**config.mk**
```make
export PLATFORM = sky130hd
export DESIGN_NAME = trial_trim_top
export DESIGN_NICKNAME = d
export VERILOG_FILES = /design/src/rtl/trim_pkg.sv /design/src/rtl/trim_code_ctr.sv /design/src/rtl/trim_field_map.sv /design/src/rtl/trim_fuse_merge.sv /design/src/rtl/trial_trim_top.sv
export SDC_FILE = /design/constraint.sdc
export NUM_CORES = 1
export LEC_CHECK = 0
export ABC_AREA = 1
export CORE_MARGIN = 2
export CORE_UTILIZATION = 42
export CTS_CLUSTER_SIZE = 16
export DETAILED_ROUTE_END_ITERATION = 10
export GPL_ROUTABILITY_DRIVEN = 0
export PLACE_DENSITY = 0.74
export SKIP_CTS_REPAIR_TIMING = 1
export SLEW_MARGIN = 20
export SYNTH_ARGS = -nofsm -noshare
export SYNTH_HDL_FRONTEND = slang
export SYNTH_SLANG_ARGS = --single-unit
```
**constraint.sdc**
```tcl
create_clock -name clk -period 1.3 [get_ports clk]
set_input_delay 0.13 -clock clk [delete_from_list [all_inputs] [get_ports clk]]
set_output_delay 0.13 -clock clk [all_outputs]
set_load 0.005 [all_outputs]
```
**src/rtl/trim_pkg.sv**
```systemverilog
package trim_pkg;
  typedef enum logic [2:0] {
    SEL_POS_UP = 3'd0,
    SEL_NEG_UP = 3'd1,
    SEL_POS_DN = 3'd2,
    SEL_NEG_DN = 3'd3,
    SEL_OUT    = 3'd4,
    SEL_CHK    = 3'd5,
    SEL_NONE   = 3'd7
  } trim_sel_e;

  localparam int CHK_LO_CODE = 8;
  localparam int CHK_HI_CODE = 9;
endpackage

```
**src/rtl/trim_code_ctr.sv**
```systemverilog
module trim_code_ctr
  import trim_pkg::*;
#(
  parameter int CODE_W = 8
) (
  input  logic              clk,
  input  logic              rst,
  input  logic              key_done,
  input  logic              mid_fall,
  input  logic [2:0]        reg_sel,
  input  logic              fuse_lock,
  output trim_sel_e         sel_q,
  output trim_sel_e         sel_d,
  output logic [CODE_W-1:0] code_q,
  output logic [CODE_W-1:0] code_d,
  output logic              step
);
  trim_sel_e sel_req;

  always_comb begin
    case (reg_sel)
      3'd0:    sel_req = SEL_POS_UP;
      3'd1:    sel_req = SEL_NEG_UP;
      3'd2:    sel_req = SEL_POS_DN;
      3'd3:    sel_req = SEL_NEG_DN;
      3'd4:    sel_req = SEL_OUT;
      3'd5:    sel_req = SEL_CHK;
      default: sel_req = SEL_NONE;
    endcase
    // after lock only the fuse-check register may be reached
    if (fuse_lock && sel_req != SEL_CHK) sel_req = SEL_NONE;
  end

  always_comb begin
    sel_d  = sel_q;
    code_d = code_q;
    step   = 1'b0;
    if (key_done) begin
      sel_d  = sel_req;
      code_d = CODE_W'(1);
      step   = 1'b1;
    end else if (mid_fall && sel_q != SEL_NONE) begin
      code_d = code_q + CODE_W'(1);
      step   = 1'b1;
    end
  end

  always_ff @(posedge clk) begin
    if (rst) begin
      sel_q  <= SEL_NONE;
      code_q <= '0;
    end else begin
      sel_q  <= sel_d;
      code_q <= code_d;
    end
  end

  assert_key_load_R2: assert property (@(posedge clk) disable iff (rst)
    key_done |=> code_q == CODE_W'(1));

  assert_mid_step_R3: assert property (@(posedge clk) disable iff (rst)
    (mid_fall && !key_done && sel_q != SEL_NONE) |=>
      code_q == CODE_W'($past(code_q) + CODE_W'(1)));

  assert_lock_block_R9: assert property (@(posedge clk) disable iff (rst)
    (key_done && fuse_lock && reg_sel != 3'd5) |=> sel_q == SEL_NONE);

  assert_idle_mid_R11: assert property (@(posedge clk) disable iff (rst)
    (mid_fall && !key_done && sel_q == SEL_NONE) |=> $stable(code_q));
endmodule

```
**src/rtl/trim_field_map.sv**
```systemverilog
module trim_field_map
  import trim_pkg::*;
#(
  parameter int MAG_W  = 8,
  parameter int FALL_W = 2
) (
  input  logic              clk,
  input  logic              rst,
  input  logic              step,
  input  trim_sel_e         sel_d,
  input  logic [MAG_W-1:0]  code_d,
  output logic [MAG_W-1:0]  trial_mag,
  output logic              trial_fpol,
  output logic [FALL_W-1:0] trial_fall,
  output logic              trial_opol
);
  localparam logic [MAG_W-1:0] MAG_MAX = {MAG_W{1'b1}};

  logic is_thr, is_down, is_neg;

  always_comb begin
    is_thr  = (sel_d == SEL_POS_UP) || (sel_d == SEL_NEG_UP) ||
              (sel_d == SEL_POS_DN) || (sel_d == SEL_NEG_DN);
    is_down = (sel_d == SEL_POS_DN) || (sel_d == SEL_NEG_DN);
    is_neg  = (sel_d == SEL_NEG_UP) || (sel_d == SEL_NEG_DN);
  end

  always_ff @(posedge clk) begin
    if (rst) begin
      trial_mag  <= '0;
      trial_fpol <= 1'b0;
      trial_fall <= '0;
      trial_opol <= 1'b0;
    end else if (step) begin
      if (is_thr) begin
        trial_mag  <= is_down ? (MAG_MAX - code_d) : code_d;
        trial_fpol <= is_neg;
      end else if (sel_d == SEL_OUT) begin
        trial_fall <= code_d[FALL_W-1:0];
        trial_opol <= code_d[FALL_W];
      end
    end
  end

  assert_south_pos_R5: assert property (@(posedge clk) disable iff (rst)
    (step && (sel_d == SEL_POS_UP || sel_d == SEL_POS_DN)) |=> !trial_fpol);

  assert_north_neg_R5: assert property (@(posedge clk) disable iff (rst)
    (step && (sel_d == SEL_NEG_UP || sel_d == SEL_NEG_DN)) |=> trial_fpol);
endmodule

```
**src/rtl/trim_fuse_merge.sv**
```systemverilog
module trim_fuse_merge
  import trim_pkg::*;
#(
  parameter int VEC_W  = 12,
  parameter int CODE_W = 8,
  parameter int FUSE_N = 13
) (
  input  logic              clk,
  input  logic              rst,
  input  logic [VEC_W-1:0]  trial_vec,
  input  logic [VEC_W-1:0]  fuse_vec,
  input  trim_sel_e         sel_q,
  input  logic [CODE_W-1:0] code_q,
  input  logic [FUSE_N-1:0] fuse_marg,
  output logic [VEC_W-1:0]  out_vec,
  output logic              chk_lo_o,
  output logic              chk_hi_o,
  output logic              marg_o
);
  logic lo_d, hi_d;

  for (genvar b = 0; b < VEC_W; b++) begin : g_bit
    always_ff @(posedge clk) begin
      if (rst) out_vec[b] <= 1'b0;
      else     out_vec[b] <= trial_vec[b] | fuse_vec[b];
    end
  end

  always_comb begin
    lo_d = (sel_q == SEL_CHK) && (code_q == CODE_W'(CHK_LO_CODE));
    hi_d = (sel_q == SEL_CHK) && (code_q == CODE_W'(CHK_HI_CODE));
  end

  always_ff @(posedge clk) begin
    if (rst) begin
      chk_lo_o <= 1'b0;
      chk_hi_o <= 1'b0;
      marg_o   <= 1'b0;
    end else begin
      chk_lo_o <= lo_d;
      chk_hi_o <= hi_d;
      marg_o   <= (lo_d | hi_d) & (|fuse_marg);
    end
  end

  assert_blown_forced_R8: assert property (@(posedge clk) disable iff (rst)
    (fuse_vec != '0) |=> ((out_vec & $past(fuse_vec)) == $past(fuse_vec)));

  assert_marg_gated_R10: assert property (@(posedge clk) disable iff (rst)
    marg_o |-> (chk_lo_o || chk_hi_o));

  assert_one_check_R7: assert property (@(posedge clk) disable iff (rst)
    !(chk_lo_o && chk_hi_o));
endmodule

```
**src/rtl/trial_trim_top.sv**
```systemverilog
module trial_trim_top
  import trim_pkg::*;
#(
  parameter int MAG_W  = 8,
  parameter int FALL_W = 2,
  parameter int FUSE_N = MAG_W + FALL_W + 3
) (
  input  logic              clk,
  input  logic              rst,
  input  logic [2:0]        reg_sel,
  input  logic              key_done,
  input  logic              mid_fall,
  input  logic [MAG_W-1:0]  fuse_mag,
  input  logic              fuse_fpol,
  input  logic [FALL_W-1:0] fuse_fall,
  input  logic              fuse_opol,
  input  logic              fuse_lock,
  input  logic [FUSE_N-1:0] fuse_marg,
  output logic [MAG_W-1:0]  mag_o,
  output logic              fpol_o,
  output logic [FALL_W-1:0] fall_o,
  output logic              opol_o,
  output logic              chk_lo_o,
  output logic              chk_hi_o,
  output logic              marg_o
);
  localparam int VEC_W = MAG_W + FALL_W + 2;

  trim_sel_e          sel_q, sel_d;
  logic [MAG_W-1:0]   code_q, code_d;
  logic               step;
  logic [MAG_W-1:0]   t_mag;
  logic               t_fpol, t_opol;
  logic [FALL_W-1:0]  t_fall;
  logic [VEC_W-1:0]   out_vec;

  trim_code_ctr #(.CODE_W(MAG_W)) u_ctr (
    .clk(clk), .rst(rst), .key_done(key_done), .mid_fall(mid_fall),
    .reg_sel(reg_sel), .fuse_lock(fuse_lock),
    .sel_q(sel_q), .sel_d(sel_d), .code_q(code_q), .code_d(code_d),
    .step(step)
  );

  trim_field_map #(.MAG_W(MAG_W), .FALL_W(FALL_W)) u_map (
    .clk(clk), .rst(rst), .step(step), .sel_d(sel_d), .code_d(code_d),
    .trial_mag(t_mag), .trial_fpol(t_fpol), .trial_fall(t_fall),
    .trial_opol(t_opol)
  );

  trim_fuse_merge #(.VEC_W(VEC_W), .CODE_W(MAG_W), .FUSE_N(FUSE_N)) u_merge (
    .clk(clk), .rst(rst),
    .trial_vec({t_mag, t_fpol, t_fall, t_opol}),
    .fuse_vec({fuse_mag, fuse_fpol, fuse_fall, fuse_opol}),
    .sel_q(sel_q), .code_q(code_q), .fuse_marg(fuse_marg),
    .out_vec(out_vec), .chk_lo_o(chk_lo_o), .chk_hi_o(chk_hi_o),
    .marg_o(marg_o)
  );

  assign {mag_o, fpol_o, fall_o, opol_o} = out_vec;
endmodule

```
==> insert_results.sql, run 1 <==
INSERT INTO impl_metrics (metric_group, metric, value, unit) VALUES
('timing', 'timing.slew.headroom', '0.840', ''),
('drt', 'route.detailed.drc', '0', ''),
('cts', 'cts_buffers', '5', ''),
('synth', 'synth.top_cell.area_share', '0.447', ''),
('worst_setup_path', 'cp_top_family', 'simple AND/OR/NAND/NOR gates', ''),
('worst_setup_path', 'critical_path_arrival', '1620', 'ps'),
('power', 'design_power_total', '2.42', 'mW'),
('floorplanning', 'i_o_pin_cnt', '48', ''),
('floorplanning', 'fp-row-count', '23', ''),
('global_route', 'vias_in_the_first_global_route', '1621', ''),
('final_layout', 'layoutNonFillerInstCount', '371', ''),
('power', 'power.share.switching', '0.255', ''),
('global_route', 'grt.met1_usage', '0.200', ''),
('global_route', 'grt_use_met2', '0.358', ''),
('placed_design', 'detailedPlacementHpwl', '2.91', 'mm'),
('timing', 'period_needed', '1430', 'ps'),
('synth', 'synth_seq_area_share', '0.447', ''),
('cts', 'ctsRootBufferMaster', 'clkbuf_8', ''),
('power', 'p_sw', '618', 'uW'),
('timing', 'total_of_endpoints_with_negative_setup_slack_in_the_final_report', '10', ''),
('synth', 'asyncSetResetFlopFracSynth', '0', ''),
('synth', 'most_frequently_used_cell_type_in_the_post_synthesis_netlist', 'nor2_1', ''),
('synth', 'synth-main-ff-cell', 'dfxtp_1', ''),
('global_route', 'use_met3', '0.0450', ''),
('power', 'clockPowerShare', '0.315', ''),
('power', 'ir_drop', '0.000725', 'V'),
('timing', 'worst_hold_check_slack', '390', 'ps'),
('worst_setup_path', 'critical_path_type', 'flip-flop to flip-flop', ''),
('floorplanning', 'core_outline_area', '3940', 'um2'),
('job', 'cap_viol_max_count', '0', ''),
('power', 'cellLeakagePower', '1.22', 'nW'),
('synth', 'ys.warnings.count', '0', ''),
('synth', 'synth.top_cells.by_area', 'dfxtp_1 45%, nor2_1 13%, nand2_1 9.7%', ''),
('outcome', 'run_status', 'finished with violations', ''),
('worst_setup_path', 'worst_path_max_delay_cell', 'dfxtp_2', ''),
('floorplanning', 'die_area', '4580', 'um2'),
('cts', 'tritoncts', 'done', ''),
('timing', 'final.setup.tns', '-541', 'ps'),
('worst_setup_path', 'worst_path_most_repeated_cell', 'buf_6', ''),
('worst_setup_path', 'critical_path.n_buffers_inverters', '3', ''),
('timing', 'postLayoutSetupSlackWorst', '-126', 'ps'),
('synth', 'synth-edff-count', '0', ''),
('global_route', 'grt_pass1_wl', '6.51', 'mm'),
('power', 'combPwrFrac', '0.178', ''),
('worst_setup_path', 'cp_cell_sequence', 'buf_6, or2_4, nand2_4, nand3_4, buf_6, nand2_2, nand3_2, nand2_1, inv_1', ''),
('worst_setup_path', 'worstSetupEndpointType', 'flip-flop', ''),
('outcome', 'failed_checks', 'setup timing', ''),
('drt', 'ant_nets', '0', ''),
('global_route', 'globalRouteOverflowTotal', '0', ''),
('final_layout', 'final_layout_size_suffix_gt1_frac', '0.305', ''),
('placed_design', 'buffer_ports.inserted', '47', ''),
('global_route', 'antenna_found_initial', '0', ''),
('timing', 'final.period_utilization', '1.10', ''),
('synth', 'ys_types', '30', ''),
('synth', 'cell_area_synth', '1700', 'um2'),
('worst_setup_path', 'worst_setup_path_start_kind', 'flip-flop', ''),
('floorplanning', 'die_h', '67.7', 'um'),
('worst_setup_path', 'timing.critical_path.fanout_max', '8', ''),
('cts', 'clock_transition_at_the_registers_of_the_reported_paths', '70', 'ps'),
('drt', 'detail_route.vias_per_cell', '4.87', ''),
('timing', 'finalMaxSlewViolations', '0', ''),
('final_layout', 'final_nets', '357', ''),
('drt', 'num_vias', '1805', ''),
('placed_design', 'placed_area', '2410', 'um2'),
('timing', 'worst_slew_pin_slew', '238', 'ps'),
('synth', 'synth.avg_cell_area', '7.15', 'um2'),
('drt', 'drt_iter0_markers', '103', ''),
('cts', 'clock_tree.htree_level_count', '2', ''),
('worst_setup_path', 'critPathMaxStageDelay', '330', 'ps'),
('timing', 'final.setup_skew', '6.31', 'ps'),
('timing', 'report.final.hold_viol_count', '0', '');
==> worst paths after layout <==
path | startpoint | to | slack [ps] | cells after the start
worst max register to register | u_ctr.sel_q[2] | u_map.trial_mag[0] | -130 | 9
worst min register to register | u_map.trial_fall[1] | u_map.trial_fall[1] | 470 | 2
worst max-delay path | u_ctr.sel_q[2] | u_map.trial_mag[0] | -130 | 9
worst min-delay path | fuse_mag[2] | u_merge.out_vec[6] | 390 | 3
==> cell type report <==
cell class	instances	area, um2
well taps	50	62.6
repair inverters	1	6.26
multi-input cells	168	976
flip-flops and latches	38	774
clock buffers	5	68.8
inverters	27	126
repair buffers	80	758
fillers	305	1160
clock inverters	2	10.0
==> power by group through the flow <==
stage,Clock [mW],Sequential [mW],Combinational (mW)
after floorplan,0,1.26,0.158
after global placement,0,1.26,0.370
after detailed placement,0,1.26,0.375
after CTS,0.779,1.23,0.378
after global routing,0.828,1.23,0.475
final,0.762,1.23,0.431
==> layer usage <==
layer  vias up  part of all wire
met4         0             0.011
met2        42              0.55
met1       834              0.39
li1        922                 -
met3         7             0.046
met5         -                 0
==> kinds of logic (layout without fill, tap and decap cells) <==
group | after synthesis | after routing | share of synthesized area
AND/OR/NAND/NOR | 152 | 152 | 0.404
AO/OA/AOI/OAI | 13 | 13 | 0.0441
flip-flops | 38 | 38 | 0.447
adder cells (fa/ha/maj) | 3 | 3 | 0.0221
buffers and inverters | 32 | 115 | 0.0824
==> tightest hold or removal path: cells and delay by family <==
kind | cells | cell delay [ps]
and+or+nand+nor | 2 | 120
buffers and inverters | 1 | 390
==> through the flow <==
stage,worst slack [ps],utilization
CTS,-137,0.632
floorplan,12.2,-
detailed placement,-296,0.612
global placement,-280,0.612
global route,-170,0.706
finish,-126,0.706
==> sequential cells by signal, indices dropped and copies added (netlist names), 2 cells and up <==
signal	flops
u_map.trial_mag	8
u_merge.out_vec	12
u_ctr.code_q	8
u_ctr.sel_q	3
u_map.trial_fall	2
==> cells in the final DEF, fill, tap and decap left out, drive strengths merged <==
cell type / n
a21oi: 5
or2: 1
nand3b: 1
clkdlybuf4s50: 46
nand4: 9
o21ai: 6
buf: 33
nand2: 49
clkinv: 3
a41oi: 1
dlymetal6s2s: 1
clkbuf: 5
o21bai: 1
nor4: 2
dfxtp: 38
and2: 1
nor2: 62
ha: 3
nand3: 25
inv: 27
nor3: 2
No activity file was read; power rests on OpenSTA's default activity.
==> run 2: changes to the inputs <==
CORE_UTILIZATION = 40   (was 42)
PLACE_DENSITY = 0.71   (was 0.74)
==> insert_results.sql, run 2 (synthesis gave the netlist of run 1 again) <==
INSERT INTO impl_metrics (metric_group, metric, value, unit) VALUES
('timing', 'worst_slew_pin_slew', '339', 'ps'),
('worst_setup_path', 'endpoint_of_the_most_critical_register_to_register_path', 'u_map.trial_mag[6]', ''),
('final_layout', 'final_cell_mix', '54 x nor2_1, 46 x clkdlybuf4s50_1, 38 x nand2_1', ''),
('worst_setup_path', 'timing.critical_path.fanout_max', '5', ''),
('floorplanning', 'i_o_pin_cnt', '48', ''),
('floorplanning', 'core_outline_area', '4060', 'um2'),
('global_route', 'grt_use_met2', '0.291', ''),
('timing', 'report.final.hold_viol_count', '0', ''),
('worst_setup_path', 'worst_reg_to_reg_cells', '10', ''),
('worst_setup_path', 'worst_path_max_delay_cell', 'dfxtp_4', ''),
('min_path', 'min_delay_worst_endpoint', 'u_ctr.sel_q[2]', ''),
('drt', 'route.detailed.drc', '0', ''),
('cts', 'longest_clk_path_bufs', '2', ''),
('global_route', 'grt_busiest_layer', 'met2', ''),
('timing', 'final.period_utilization', '1.05', ''),
('cts', 'cts_buffers', '5', ''),
('power', 'clockPowerShare', '0.380', ''),
('worst_setup_path', 'r2r_start', 'u_ctr.code_q[0]', ''),
('timing', 'timing.slew.headroom', '0.772', ''),
('timing', 'total_of_endpoints_with_negative_setup_slack_in_the_final_report', '8', ''),
('drt', 'detail_route.vias_per_cell', '4.79', ''),
('timing', 'finalMaxSlewViolations', '0', ''),
('floorplanning', 'initial_core_utilization', '0.419', ''),
('final_layout', 'final_nets', '354', ''),
('global_route', 'globalRouteOverflowTotal', '0', ''),
('power', 'combPwrFrac', '0.162', ''),
('timing', 'final.setup.tns', '-302', 'ps'),
('final_layout', 'reg_top3', 'u_merge.out_vec x12, u_ctr.code_q x8, u_map.trial_mag x8', ''),
('placed_design', 'buffer_ports.inserted', '47', ''),
('outcome', 'run_status', 'finished with violations', ''),
('cts', 'clock_tree.htree_level_count', '2', ''),
('timing', 'rsz0062_at_grt', 'true', ''),
('global_route', 'maximum_number_of_pins_on_one_net_before_global_route_repair', '24', ''),
('min_path', 'hold_path_startpoint', 'key_done', ''),
('drt', 'dr.pass1.iters', '4', ''),
('job', 'cap_viol_max_count', '0', ''),
('cts', 'clk_lat_worst_skew', '280', 'ps'),
('timing', 'fmax', '733', 'MHz'),
('timing', 'final.setup_skew', '1.35', 'ps'),
('power', 'p_sw', '630', 'uW'),
('global_route', 'use_met3', '0.0378', ''),
('cts', 'ctsRootBufferMaster', 'clkbuf_8', ''),
('worst_setup_path', 'critical_path_type', 'flip-flop to flip-flop', ''),
('floorplanning', 'die-width', '69.2', 'um'),
('final_layout', 'largest_register_ffs', '12', ''),
('power', 'cellLeakagePower', '1.22', 'nW'),
('power', 'ir_drop', '0.000747', 'V'),
('worst_setup_path', 'worst_setup_path_start_kind', 'flip-flop', ''),
('drt', 'num_vias', '1763', ''),
('drt', 'finalWirelength', '4.44', 'mm'),
('global_route', 'grt.total_usage', '0.166', ''),
('drt', 'route.detailed.wl_per_inst', '12.1', 'um'),
('placed_design', 'placed_area', '2400', 'um2'),
('final_layout', 'fin_area', '2740', 'um2'),
('cts', 'clock_sink_count', '38', ''),
('final_layout', 'core_utilization_of_the_finished_layout', '0.676', ''),
('outcome', 'failed_checks', 'setup timing', ''),
('cts', 'tritoncts', 'done', ''),
('power', 'pwr_density_cell', '981', 'nW/um2'),
('placed_design', 'detailedPlacementHpwl', '2.89', 'mm'),
('cts', 'clock_transition_at_the_registers_of_the_reported_paths', '70', 'ps'),
('drt', 'ant_nets', '0', ''),
('final_layout', 'num_antenna_cells', '0', ''),
('global_route', 'grt_pass1_wl', '6.50', 'mm'),
('min_path', 'worst_hold_path.num_cells', '4', ''),
('power', 'design_power_total', '2.69', 'mW'),
('worst_setup_path', 'worstSetupEndpointType', 'flip-flop', ''),
('final_layout', 'layout_commonest_cell', 'nor2_1', ''),
('final_layout', 'final_layout_size_suffix_gt1_frac', '0.274', ''),
('global_route', 'antenna_found_initial', '0', ''),
('worst_setup_path', 'critPathMaxStageDelay', '390', 'ps'),
('worst_setup_path', 'critical_path_arrival', '1560', 'ps'),
('power', 'p_int', '2.06', 'mW'),
('worst_setup_path', 'crit_required', '1490', 'ps'),
('power', 'sequentialPowerShare', '0.458', ''),
('min_path', 'holdCritPathClass', 'input port to flip-flop', ''),
('timing', 'postLayoutSetupSlackWorst', '-64.6', 'ps'),
('final_layout', 'area_growth', '61.2', '%'),
('timing', 'worst_hold_check_slack', '360', 'ps'),
('timing', 'period_needed', '1360', 'ps'),
('final_layout', 'largest_register', 'u_merge.out_vec', ''),
('global_route', 'vias_in_the_first_global_route', '1572', ''),
('drt', 'drt_iter0_markers', '65', ''),
('worst_setup_path', 'ff2ff_setup_slack', '-60', 'ps'),
('global_route', 'grt.met1_usage', '0.192', ''),
('floorplanning', 'fp-row-count', '23', ''),
('power', 'power.share.switching', '0.234', ''),
('worst_setup_path', 'cp_cell_sequence', 'ha_4, nand2_4, nor3_4, nand2_1, nand2_2, nand3_2, nand2_2, nand3_2, nand2_1, inv_1', ''),
('floorplanning', 'die_h', '69.2', 'um'),
('floorplanning', 'die_area', '4790', 'um2');
[run 2: worst max-delay path: cells and delay by family (launching register included)]
kind,cells,cell delay [ps]
AND/OR/NAND/NOR,8,710
flip-flops,1,390
adder cells (fa/ha/maj),1,160
buffers and inverters,1,30
[run 2: power by group through the flow]
stage | sequential [mW] | clock (mW) | combinational [mW]
2_1_floorplan | 1.26 | 0 | 0.158
3_5_place_dp | 1.26 | 0 | 0.375
6_report | 1.23 | 1.02 | 0.436
4_1_cts | 1.23 | 1.04 | 0.377
5_1_grt | 1.24 | 1.09 | 0.478
3_3_place_gp | 1.26 | 0 | 0.370
[run 2: stage by stage]
| step | std cells | setup WS (ps) |
|---|---|---|
| CTS | 361 | -134 |
| global placement | 354 | -286 |
| global route | 368 | -142 |
| detailed placement | 354 | -302 |
| finish | 368 | -64.6 |
| floorplan | 238 | 12.2 |
[run 2: metal layers]
metal  wire length (um)  vias up
met5                  0        -
met4                 99        0
met3                144       11
met2               2320       32
met1               1870      802
li1                   -      918
[run 2: layout make-up]
class | count | area, um2
Timing Repair inverter | 2 | 13.8
Sequential cell | 38 | 772
Inverter | 27 | 116
Clock inverter | 1 | 30.0
Multi-Input combinational cell | 169 | 971
Clock buffer | 6 | 82.6
Timing Repair Buffer | 75 | 694
Fill cell | 334 | 1320
Tap cell | 50 | 62.6
[run 2: how the worst max path moves through the flow]
stage | startpoint | endpoint | depth (start not counted)
floorplan | u_ctr.code_q[0] | u_map.trial_mag[4] | 10
global placement | key_done | u_map.trial_mag[4] | 8
detailed placement | key_done | u_map.trial_mag[4] | 8
CTS | u_ctr.code_q[0] | u_map.trial_mag[4] | 10
global route | u_ctr.code_q[0] | u_map.trial_mag[6] | 10
finish | u_ctr.code_q[0] | u_map.trial_mag[6] | 10
